[src/rtl/sipo_pkg.sv]
package sipo_pkg;

    typedef enum logic [2:0] {
        ST_IDLE,
        ST_BIT_LO,
        ST_BIT_HI,
        ST_LATCH,
        ST_TAIL
    } sipo_state_e;

endpackage

[src/rtl/phase_timer.sv]
module phase_timer #(
    parameter int CNT_W = 4
) (
    input  logic             clk,
    input  logic             rst_n,
    input  logic             load_i,
    input  logic [CNT_W-1:0] val_i,
    output logic             zero_o
);

    logic [CNT_W-1:0] cnt_q;

    always_ff @(posedge clk or negedge rst_n) begin
        if (!rst_n) begin
            cnt_q <= '0;
        end else if (load_i) begin
            cnt_q <= val_i;
        end else if (cnt_q != '0) begin
            cnt_q <= cnt_q - 1'b1;
        end
    end

    assign zero_o = (cnt_q == '0);

endmodule

[src/rtl/bit_serializer.sv]
module bit_serializer #(
    parameter int DATA_W = 8
) (
    input  logic              clk,
    input  logic              rst_n,
    input  logic              load_i,
    input  logic              shift_i,
    input  logic [DATA_W-1:0] data_i,
    output logic              ser_o,
    output logic              last_o
);

    localparam int IDX_W = (DATA_W > 2) ? $clog2(DATA_W) : 1;

    logic [DATA_W-1:0] shreg_q;
    logic [IDX_W-1:0]  idx_q;

    always_ff @(posedge clk or negedge rst_n) begin
        if (!rst_n) begin
            shreg_q <= '0;
            idx_q   <= '0;
        end else if (load_i) begin
            shreg_q <= data_i;
            idx_q   <= '0;
        end else if (shift_i) begin
            shreg_q <= {shreg_q[DATA_W-2:0], 1'b0};
            idx_q   <= idx_q + 1'b1;
        end
    end

    assign ser_o  = shreg_q[DATA_W-1];
    assign last_o = (idx_q == IDX_W'(DATA_W - 1));

endmodule

[src/rtl/sipo_fsm.sv]
module sipo_fsm
    import sipo_pkg::*;
#(
    parameter int CNT_W     = 4,
    parameter int LO_CYC    = 5,
    parameter int HI_CYC    = 5,
    parameter int LATCH_CYC = 5,
    parameter int TAIL_CYC  = 4
) (
    input  logic             clk,
    input  logic             rst_n,
    input  logic             start_i,
    input  logic             tmr_zero_i,
    input  logic             ser_last_i,
    output logic             ready_o,
    output logic             sclk_o,
    output logic             rclk_o,
    output logic             oe_n_o,
    output logic             tmr_load_o,
    output logic [CNT_W-1:0] tmr_val_o,
    output logic             ser_load_o,
    output logic             ser_shift_o
);

    localparam logic [CNT_W-1:0] LO_LD    = CNT_W'(LO_CYC - 1);
    localparam logic [CNT_W-1:0] HI_LD    = CNT_W'(HI_CYC - 1);
    localparam logic [CNT_W-1:0] LATCH_LD = CNT_W'(LATCH_CYC - 1);
    localparam logic [CNT_W-1:0] TAIL_LD  = CNT_W'(TAIL_CYC - 1);

    sipo_state_e state_q, state_d;
    logic        shown_q;

    // State register (and sticky "first latch done" flag)
    always_ff @(posedge clk or negedge rst_n) begin
        if (!rst_n) begin
            state_q <= ST_IDLE;
            shown_q <= 1'b0;
        end else begin
            state_q <= state_d;
            if (state_q == ST_LATCH) begin
                shown_q <= 1'b1;
            end
        end
    end

    // Next-state logic
    always_comb begin
        state_d = state_q;
        unique case (state_q)
            ST_IDLE:   if (start_i)    state_d = ST_BIT_LO;
            ST_BIT_LO: if (tmr_zero_i) state_d = ST_BIT_HI;
            ST_BIT_HI: if (tmr_zero_i) state_d = ser_last_i ? ST_LATCH : ST_BIT_LO;
            ST_LATCH:  if (tmr_zero_i) state_d = ST_TAIL;
            ST_TAIL:   if (tmr_zero_i) state_d = ST_IDLE;
            default:                   state_d = ST_IDLE;
        endcase
    end

    // Outputs and datapath strobes
    always_comb begin
        ready_o     = 1'b0;
        sclk_o      = 1'b0;
        rclk_o      = 1'b0;
        tmr_load_o  = 1'b0;
        tmr_val_o   = '0;
        ser_load_o  = 1'b0;
        ser_shift_o = 1'b0;
        unique case (state_q)
            ST_IDLE: begin
                ready_o = 1'b1;
                if (start_i) begin
                    tmr_load_o = 1'b1;
                    tmr_val_o  = LO_LD;
                    ser_load_o = 1'b1;
                end
            end
            ST_BIT_LO: begin
                if (tmr_zero_i) begin
                    tmr_load_o = 1'b1;
                    tmr_val_o  = HI_LD;
                end
            end
            ST_BIT_HI: begin
                sclk_o = 1'b1;
                if (tmr_zero_i) begin
                    tmr_load_o = 1'b1;
                    if (ser_last_i) begin
                        tmr_val_o = LATCH_LD;
                    end else begin
                        tmr_val_o   = LO_LD;
                        ser_shift_o = 1'b1;
                    end
                end
            end
            ST_LATCH: begin
                rclk_o = 1'b1;
                if (tmr_zero_i) begin
                    tmr_load_o = 1'b1;
                    tmr_val_o  = TAIL_LD;
                end
            end
            ST_TAIL: begin
            end
            default: begin
            end
        endcase
    end

    assign oe_n_o = ~shown_q;

endmodule

[src/rtl/sipo_byte_driver.sv]
module sipo_byte_driver #(
    parameter int DATA_W    = 8,
    parameter int LO_CYC    = 5,
    parameter int HI_CYC    = 5,
    parameter int LATCH_CYC = 5,
    parameter int TAIL_CYC  = 4
) (
    input  logic              clk,
    input  logic              rst_n,
    input  logic              start_i,
    input  logic [DATA_W-1:0] data_i,
    output logic              ready_o,
    output logic              ser_o,
    output logic              sclk_o,
    output logic              rclk_o,
    output logic              oe_n_o
);

    localparam int MAX_AB = (LO_CYC > HI_CYC) ? LO_CYC : HI_CYC;
    localparam int MAX_CD = (LATCH_CYC > TAIL_CYC) ? LATCH_CYC : TAIL_CYC;
    localparam int MAX_PH = (MAX_AB > MAX_CD) ? MAX_AB : MAX_CD;
    localparam int CNT_W  = $clog2(MAX_PH) + 1;

    logic             tmr_load;
    logic [CNT_W-1:0] tmr_val;
    logic             tmr_zero;
    logic             ser_load;
    logic             ser_shift;
    logic             ser_last;

    sipo_fsm #(
        .CNT_W     (CNT_W),
        .LO_CYC    (LO_CYC),
        .HI_CYC    (HI_CYC),
        .LATCH_CYC (LATCH_CYC),
        .TAIL_CYC  (TAIL_CYC)
    ) fsm_i (
        .clk         (clk),
        .rst_n       (rst_n),
        .start_i     (start_i),
        .tmr_zero_i  (tmr_zero),
        .ser_last_i  (ser_last),
        .ready_o     (ready_o),
        .sclk_o      (sclk_o),
        .rclk_o      (rclk_o),
        .oe_n_o      (oe_n_o),
        .tmr_load_o  (tmr_load),
        .tmr_val_o   (tmr_val),
        .ser_load_o  (ser_load),
        .ser_shift_o (ser_shift)
    );

    phase_timer #(
        .CNT_W (CNT_W)
    ) tmr_i (
        .clk    (clk),
        .rst_n  (rst_n),
        .load_i (tmr_load),
        .val_i  (tmr_val),
        .zero_o (tmr_zero)
    );

    bit_serializer #(
        .DATA_W (DATA_W)
    ) ser_i (
        .clk     (clk),
        .rst_n   (rst_n),
        .load_i  (ser_load),
        .shift_i (ser_shift),
        .data_i  (data_i),
        .ser_o   (ser_o),
        .last_o  (ser_last)
    );

endmodule

[config.mk]
export PLATFORM = sky130hd
export DESIGN_NAME = sipo_byte_driver
export DESIGN_NICKNAME = d
export VERILOG_FILES = /design/src/rtl/sipo_pkg.sv /design/src/rtl/phase_timer.sv /design/src/rtl/bit_serializer.sv /design/src/rtl/sipo_fsm.sv /design/src/rtl/sipo_byte_driver.sv
export SDC_FILE = /design/constraint.sdc
export NUM_CORES = 1
export LEC_CHECK = 0
export BUFFER_PORTS_ARGS = -buffer_cell sky130_fd_sc_hd__buf_4
export CORE_UTILIZATION = 54
export CTS_CLUSTER_SIZE = 20
export DETAILED_ROUTE_END_ITERATION = 8
export GPL_TIMING_DRIVEN = 0
export PLACE_DENSITY = 0.84
export SYNTH_ARGS = -nofsm -noshare
export SYNTH_HDL_FRONTEND = slang
export SYNTH_HIERARCHICAL = 1
export SYNTH_SLANG_ARGS = --single-unit
[constraint.sdc]
create_clock -name clk -period 2.3 [get_ports clk]
set_input_delay 0.115 -clock clk [delete_from_list [all_inputs] [get_ports clk]]
set_output_delay 0.115 -clock clk [all_outputs]
set_load 0.05 [all_outputs]
== Word level (Yosys, flattened, before mapping) ==
Cells that the tools add are included.

* Add/subtract/negate cells: 2
* Multiply operators: 0
* Div/mod/pow operators: 0
* Order comparisons: 0
* Eq/ne operators: 10
* Shift-type cells: 0
* Mux-type cells: 27
* Bitwise logic cells: 1
* Reductions and logical operators: 8

{| class="wikitable"
|+ Operators by type and width
! kind !! number
|-
| $mux 3 || 9
|-
| $mux 8 || 2
|-
| $pmux 3 s5 || 1
|-
| $pmux 4 s3 || 1
|-
| $mux 1 || 9
|-
| $mux 4 || 2
|-
| $ne 2x1->1 const B || 4
|-
| $eq 3x2->1 const B || 2
|-
| $eq 3x3->1 const B || 2
|-
| $reduce_and 5->1 || 1
|-
| $logic_not 4->1 || 1
|-
| $mux 2 || 2
|-
| $reduce_bool 2->1 || 2
|-
| $reduce_bool 4->1 || 1
|-
| $sub 4x1->4 const B || 1
|-
| $add 3x1->3 const B || 1
|-
| $eq 3x1->1 const B || 1
|-
| $logic_not 3->1 || 1
|-
| $reduce_or 3->1 || 1
|-
| $ne 2x2->1 const B || 1
|-
| $pmux 1 s2 || 1
|-
| $reduce_or 2->1 || 1
|-
| $not 1->1 || 1
|}

* Register bits: 19
* Bits in latches: 0
* RAM bits: 0
* Memory bits (read-only): 0
* Input bits: 11
* Memories: 0

== Depth between registers and ports, before layout ==
* Depth in word-level cells: 6
* Depth in mapped cells: 9
* Depth with buffers taken out: 7

== Hierarchy ==
Netlist, hierarchy kept.

{| class="wikitable"
|+ By module, submodules not included
! module !! instances !! cells each !! area each (um^2)
|-
| bit_serializer || 1 || 45 || 508.0
|-
| sipo_fsm || 1 || 36 || 301.5
|-
| phase_timer || 1 || 22 || 234.0
|}

== Worst setup path before layout ==
Ideal clock, no wire load.

* Path type: reg2reg
* Start point: register fsm_i.state_q[0]
* End point: register ser_i.shreg_q[0]
* Setup time: 0.121 ns
* Data arrival time: 2.292 ns
* Setup slack: -0.113 ns
* Stages on the path, launching flop included: 7
* Path through: dfrtp_1 buf_4 nor3_1 and2_1 buf_2 nor2_1 a22o_1

* Longest elaborated chain between the ends: 3

{| class="wikitable"
|+ RTL lines
! what !! line !! text
|-
| start: declaration || sipo_fsm.sv:30 || <nowiki>sipo_state_e state_q, state_d;</nowiki>
|-
| start signal: assignment || sipo_fsm.sv:39 || <nowiki>state_q <= state_d;</nowiki>
|-
| $logic_not 3->1 (*) || sipo_fsm.sv:68 || <nowiki>unique case (state_q)</nowiki>
|-
| $mux 1 (*) || sipo_fsm.sv:68 ||
|-
| via ser_load || sipo_byte_driver.sv:27 || <nowiki>logic ser_load;</nowiki>
|-
| $mux 8 or $reduce_bool 2->1 (tied branches) || n/a ||
|-
| end signal: assignment || bit_serializer.sv:23 || <nowiki>shreg_q <= data_i;</nowiki>
|-
| end signal: assignment || bit_serializer.sv:26 || <nowiki>shreg_q <= {shreg_q[DATA_W-2:0], 1'b0};</nowiki>
|-
| end: declaration || bit_serializer.sv:15 || <nowiki>logic [DATA_W-1:0] shreg_q;</nowiki>
|}

Mark *: on every way through the listed nets, which the timed path passes. The rest lies on a longest branch.
A chain may end at the register's enable or synchronous reset.

== Worst setup path in the final report ==
* Start point: register tmr_i.cnt_q[0]
* End point: register tmr_i.cnt_q[3]

* Longest elaborated chain between the ends: 4

{| class="wikitable"
|+ RTL lines
! what !! line !! text
|-
| start: declaration || phase_timer.sv:11 || <nowiki>logic [CNT_W-1:0] cnt_q;</nowiki>
|-
| start signal: assignment || phase_timer.sv:17 || <nowiki>cnt_q <= val_i;</nowiki>
|-
| start signal: assignment || phase_timer.sv:19 || <nowiki>cnt_q <= cnt_q - 1'b1;</nowiki>
|-
| $logic_not 4->1 (*) || phase_timer.sv:23 || <nowiki>assign zero_o = (cnt_q == '0);</nowiki>
|-
| via tmr_zero || sipo_byte_driver.sv:26 || <nowiki>logic tmr_zero;</nowiki>
|-
| $mux 1 (*) || sipo_fsm.sv:78, sipo_fsm.sv:85, sipo_fsm.sv:97 ||
|-
| $pmux 1 s2 (*) || sipo_fsm.sv:68 ||
|-
| via tmr_load || sipo_byte_driver.sv:24 || <nowiki>logic tmr_load;</nowiki>
|-
| $mux 4 or $reduce_bool 2->1 (tied branches) || n/a ||
|}

Mark *: on every way through the listed nets, which the timed path passes. The rest lies on a longest branch. The select of a mux whose other input is x is not followed.

==> metrics.log <==
INFO  metric outcome = finished clean
INFO  metric share_of_power_burned_in_registers = 35.9%
INFO  metric timing.final.setup_violations = 0
INFO  metric postCtsSetupBuffers = 0
INFO  metric final_nets = 138
INFO  metric ctsLongestPathBuffers = 2
INFO  metric async_flop_share = 100%
INFO  metric post_drt_wl_per_cell = 12.5 um
INFO  metric routed_via_density = 5.31
INFO  metric starting_utilization_of_the_core_area = 59.1%
INFO  metric placement.cell_area = 1190 um^2
INFO  metric worst_ep_required_time = 2.48 ns
INFO  metric ys_seq_elements = 19
INFO  metric multiInputGateArea = 503 um^2
INFO  metric fin_util = 70.3%
INFO  metric synth.cell_area = 1040 um^2
INFO  metric detail-route-antenna-nets = 0
INFO  metric tritoncts = done
INFO  metric path_class = flop to flop
INFO  metric achievable-frequency = 0.470 GHz
INFO  metric timing.hold.worst.start = data_i[1]
INFO  metric max_cap_violations = 0
INFO  metric drt_first_pass_iters = 4
INFO  metric nFillCells = 151
INFO  metric power_frac_clock = 10.0%
INFO  metric worst_skew_pair.late_latency = 0.29 ns
INFO  metric critical_path.max_fanout = 9
INFO  metric min-delay-path-class = input pin to flop
INFO  metric cp-end-kind = flop
INFO  metric switching_power = 689 uW
INFO  metric cellPowerDensity = 1320 nW/um^2
INFO  metric synth.net_count = 117
INFO  metric postSynthCellCount = 103
INFO  metric fin_worst_skew = 0.00131 ns
INFO  metric area_growth_syn_to_layout = 18.8%
INFO  metric vdd.ir_drop.worst = 0.769 mV
INFO  metric synth_edf_count = 0
INFO  metric post-synth-top-area-cell = sky130_fd_sc_hd__dfrtp_1
INFO  metric fin_setup_tns = 0 ns
INFO  metric synthesis.yosys.warnings = 6
INFO  metric finalInstanceArea = 1240 um^2
INFO  metric floorplan.die.height = 46.0 um
INFO  metric antenna_found_initial = 0
INFO  metric cp.buffers_inverters = 3
INFO  metric syn_area_per_cell = 10.1 um^2
INFO  metric grt_util_all_layers = 21.4%
INFO  metric period_share = 92.6%
INFO  metric drive_gt1_share = 27.6%
INFO  metric maximum_number_of_pins_on_one_net_before_global_route_repair = 20
INFO  metric remaining_drc_errors = 0
INFO  metric synthTopCellsByCount = sky130_fd_sc_hd__dfrtp_1 (19), sky130_fd_sc_hd__mux2i_1 (11), sky130_fd_sc_hd__nand2_1 (10), sky130_fd_sc_hd__o21ai_1 (7), sky130_fd_sc_hd__nor2_1 (6)
INFO  metric io_buffer_count = 15
INFO  metric rsz_0062_raised_after_global_routing = false
INFO  metric synth_flop_cell = sky130_fd_sc_hd__dfrtp_1
INFO  metric p_int = 952 uW
INFO  metric clock-sinks = 19
INFO  metric worst_path_most_repeated_cell = sky130_fd_sc_hd__clkbuf_4
INFO  metric cts_made_buffers = 3
INFO  metric critical_path.top_delay_family = compound AO/OA/AOI/OAI gates
INFO  metric share_of_the_synthesized_area_in_the_top_cell_type = 45.6%
INFO  metric power.combinational.fraction = 54.2%
INFO  metric crit_path_top_delay_cell = sky130_fd_sc_hd__dfrtp_1
INFO  metric p_sw_share = 42.0%
INFO  metric timing.critical_path.slowest_cell_delay = 0.39 ns
INFO  metric timing.critical_path.cells = inv_1 -> ha_1 -> nor3b_4 -> clkbuf_4 -> o21ai_0 -> a21oi_1 -> clkbuf_4 -> nor3_1 -> a221o_1
INFO  metric worstSetupStartpoint = tmr_i/cnt_q[0]
INFO  metric holdWs = 0.0291 ns
INFO  metric synth.top_cells.by_area = sky130_fd_sc_hd__dfrtp_1 (46%), sky130_fd_sc_hd__mux2i_1 (11%), sky130_fd_sc_hd__ha_1 (3.6%)
INFO  metric routed_wirelength = 1850 um
INFO  metric num_io_pins = 16
INFO  metric via_count = 786
INFO  metric hpwl = 1350 um
INFO  metric synth_sequential_area_ratio = 45.6%
INFO  metric die-width = 46.0 um
INFO  metric place.gp.congestion = 0.728
INFO  metric design.die.area = 2110 um^2
INFO  metric vias_in_the_first_global_route = 717
INFO  metric netlist-cell-type-count = 32
INFO  metric critical_path.reg2reg.startpoint = tmr_i/cnt_q[0]
INFO  metric cts_root_buf = sky130_fd_sc_hd__clkbuf_4
INFO  metric core_region_area = 1760 um^2
INFO  metric slew_violations = 0
INFO  metric n_antenna_cell = 0
INFO  metric register_area = 475 um^2
INFO  metric worst_ep_arrival_time = 2.31 ns
INFO  metric ctsHtreeMaxLevel = 1
INFO  metric drt_initial_violations = 6
INFO  metric grt_overflow_total = 0
INFO  metric grt_pass1_wl = 3150 um
INFO  metric worst_setup_path_start_kind = flop
INFO  metric clk_pin_slew = 0.10 ns
INFO  metric hold_viol = 0
INFO  metric p_leak = 0.000557 uW
INFO  metric synth.most_common_cell = sky130_fd_sc_hd__dfrtp_1
INFO  metric final.min_clock_period = 2.13 ns
INFO  metric fp-row-count = 15
## worst register-to-register path, cell delays in order (launching register included)
cell	delay, ns
sky130_fd_sc_hd__dfrtp_1	0.39
sky130_fd_sc_hd__inv_1	0.09
sky130_fd_sc_hd__ha_1	0.22
sky130_fd_sc_hd__nor3b_4	0.27
sky130_fd_sc_hd__clkbuf_4	0.24
sky130_fd_sc_hd__o21ai_0	0.09
sky130_fd_sc_hd__a21oi_1	0.14
sky130_fd_sc_hd__clkbuf_4	0.20
sky130_fd_sc_hd__nor3_1	0.06
sky130_fd_sc_hd__a221o_1	0.32
## power by group through the flow
| stage | Sequential, uW | Combinational [uW] | Clock (uW) |
|---|---|---|---|
| after floorplan | 597 | 667 | 0 |
| after global placement | 585 | 832 | 0 |
| after detailed placement | 592 | 874 | 0 |
| after CTS | 588 | 875 | 172 |
| after global routing | 610 | 987 | 183 |
| final | 589 | 889 | 164 |
## metal layers
metal / wire [um] / GRT usage (%)
met1: 827 / 25.2
met2: 951 / 37.2
met3: 51 / 5.95
met4: 14 / 7.06
met5: 0 / 0
## cell usage in the layout (no fill, tap or decap), types with 3 or more instances in the layout
cell / Yosys / layout
sky130_fd_sc_hd__o21ai_0: 3 / 3
sky130_fd_sc_hd__o21ai_1: 7 / 7
sky130_fd_sc_hd__nand2_1: 10 / 10
sky130_fd_sc_hd__inv_1: 4 / 4
sky130_fd_sc_hd__a211oi_1: 4 / 4
sky130_fd_sc_hd__nand2b_1: 3 / 3
sky130_fd_sc_hd__nor2_1: 6 / 6
sky130_fd_sc_hd__mux2i_1: 11 / 11
sky130_fd_sc_hd__dfrtp_1: 19 / 19
sky130_fd_sc_hd__clkbuf_4: 0 / 5
sky130_fd_sc_hd__ha_1: 3 / 3
sky130_fd_sc_hd__buf_4: 4 / 19
## flip-flops by register name, indices dropped and copies added (netlist names)
register / flops
tmr_i/cnt_q: 4
fsm_i/state_q: 3
ser_i/idx_q: 3
ser_i/shreg_q: 8
fsm_i/shown_q: 1
## kinds of logic (layout without fill, tap and decap cells)
group           after synthesis  after routing  synth area share, %
simple gates                 33             33                 17.9
fa+ha+maj                     3              3                 3.60
flops                        19             19                 45.6
xor+xnor                      2              2                 1.68
buf+inv                      13             33                 7.19
other cells                   1              1                0.359
mux                          12             12                 11.6
compound gates               20             20                 12.1
## layout make-up
type,count,area share (%)
Clock buffer,4,2.12
Tap cell,25,2.52
Multi-Input combinational cell,71,40.6
Buffer,9,5.35
Inverter,4,1.21
Timing Repair Buffer,16,9.89
Sequential cell,19,38.3
## path summary, 6_finish.rpt
kind	to	slack, ns	depth (start not counted)
min reg2reg	fsm_i/shown_q	0.47	1
max in group asynchronous	ser_i/shreg_q[6]	1.88	2
max reg2reg	tmr_i/cnt_q[3]	0.17	9
max	tmr_i/cnt_q[3]	0.17	9
min	ser_i/shreg_q[1]	0.03	3
min in group asynchronous	fsm_i/state_q[1]	0.22	2
## through the flow
stage / worst slack, ns / instances / power, uW
after CTS: 0.0286 / 148 / 1630
after global placement: 0.103 / 143 / 1420
final: 0.171 / 148 / 1640
after floorplan: 0.273 / 103 / 1260
after global routing: 0.0152 / 148 / 1780
after detailed placement: 0.0521 / 143 / 1470
## timing repair
action                                  4_1_cts  5_1_grt
endpoints found under the setup margin        0       11
hold endpoints to repair                     19        0
gates resized for setup                       0        6
hold buffers                                  1        0
Power figures use the tool's default switching activity.
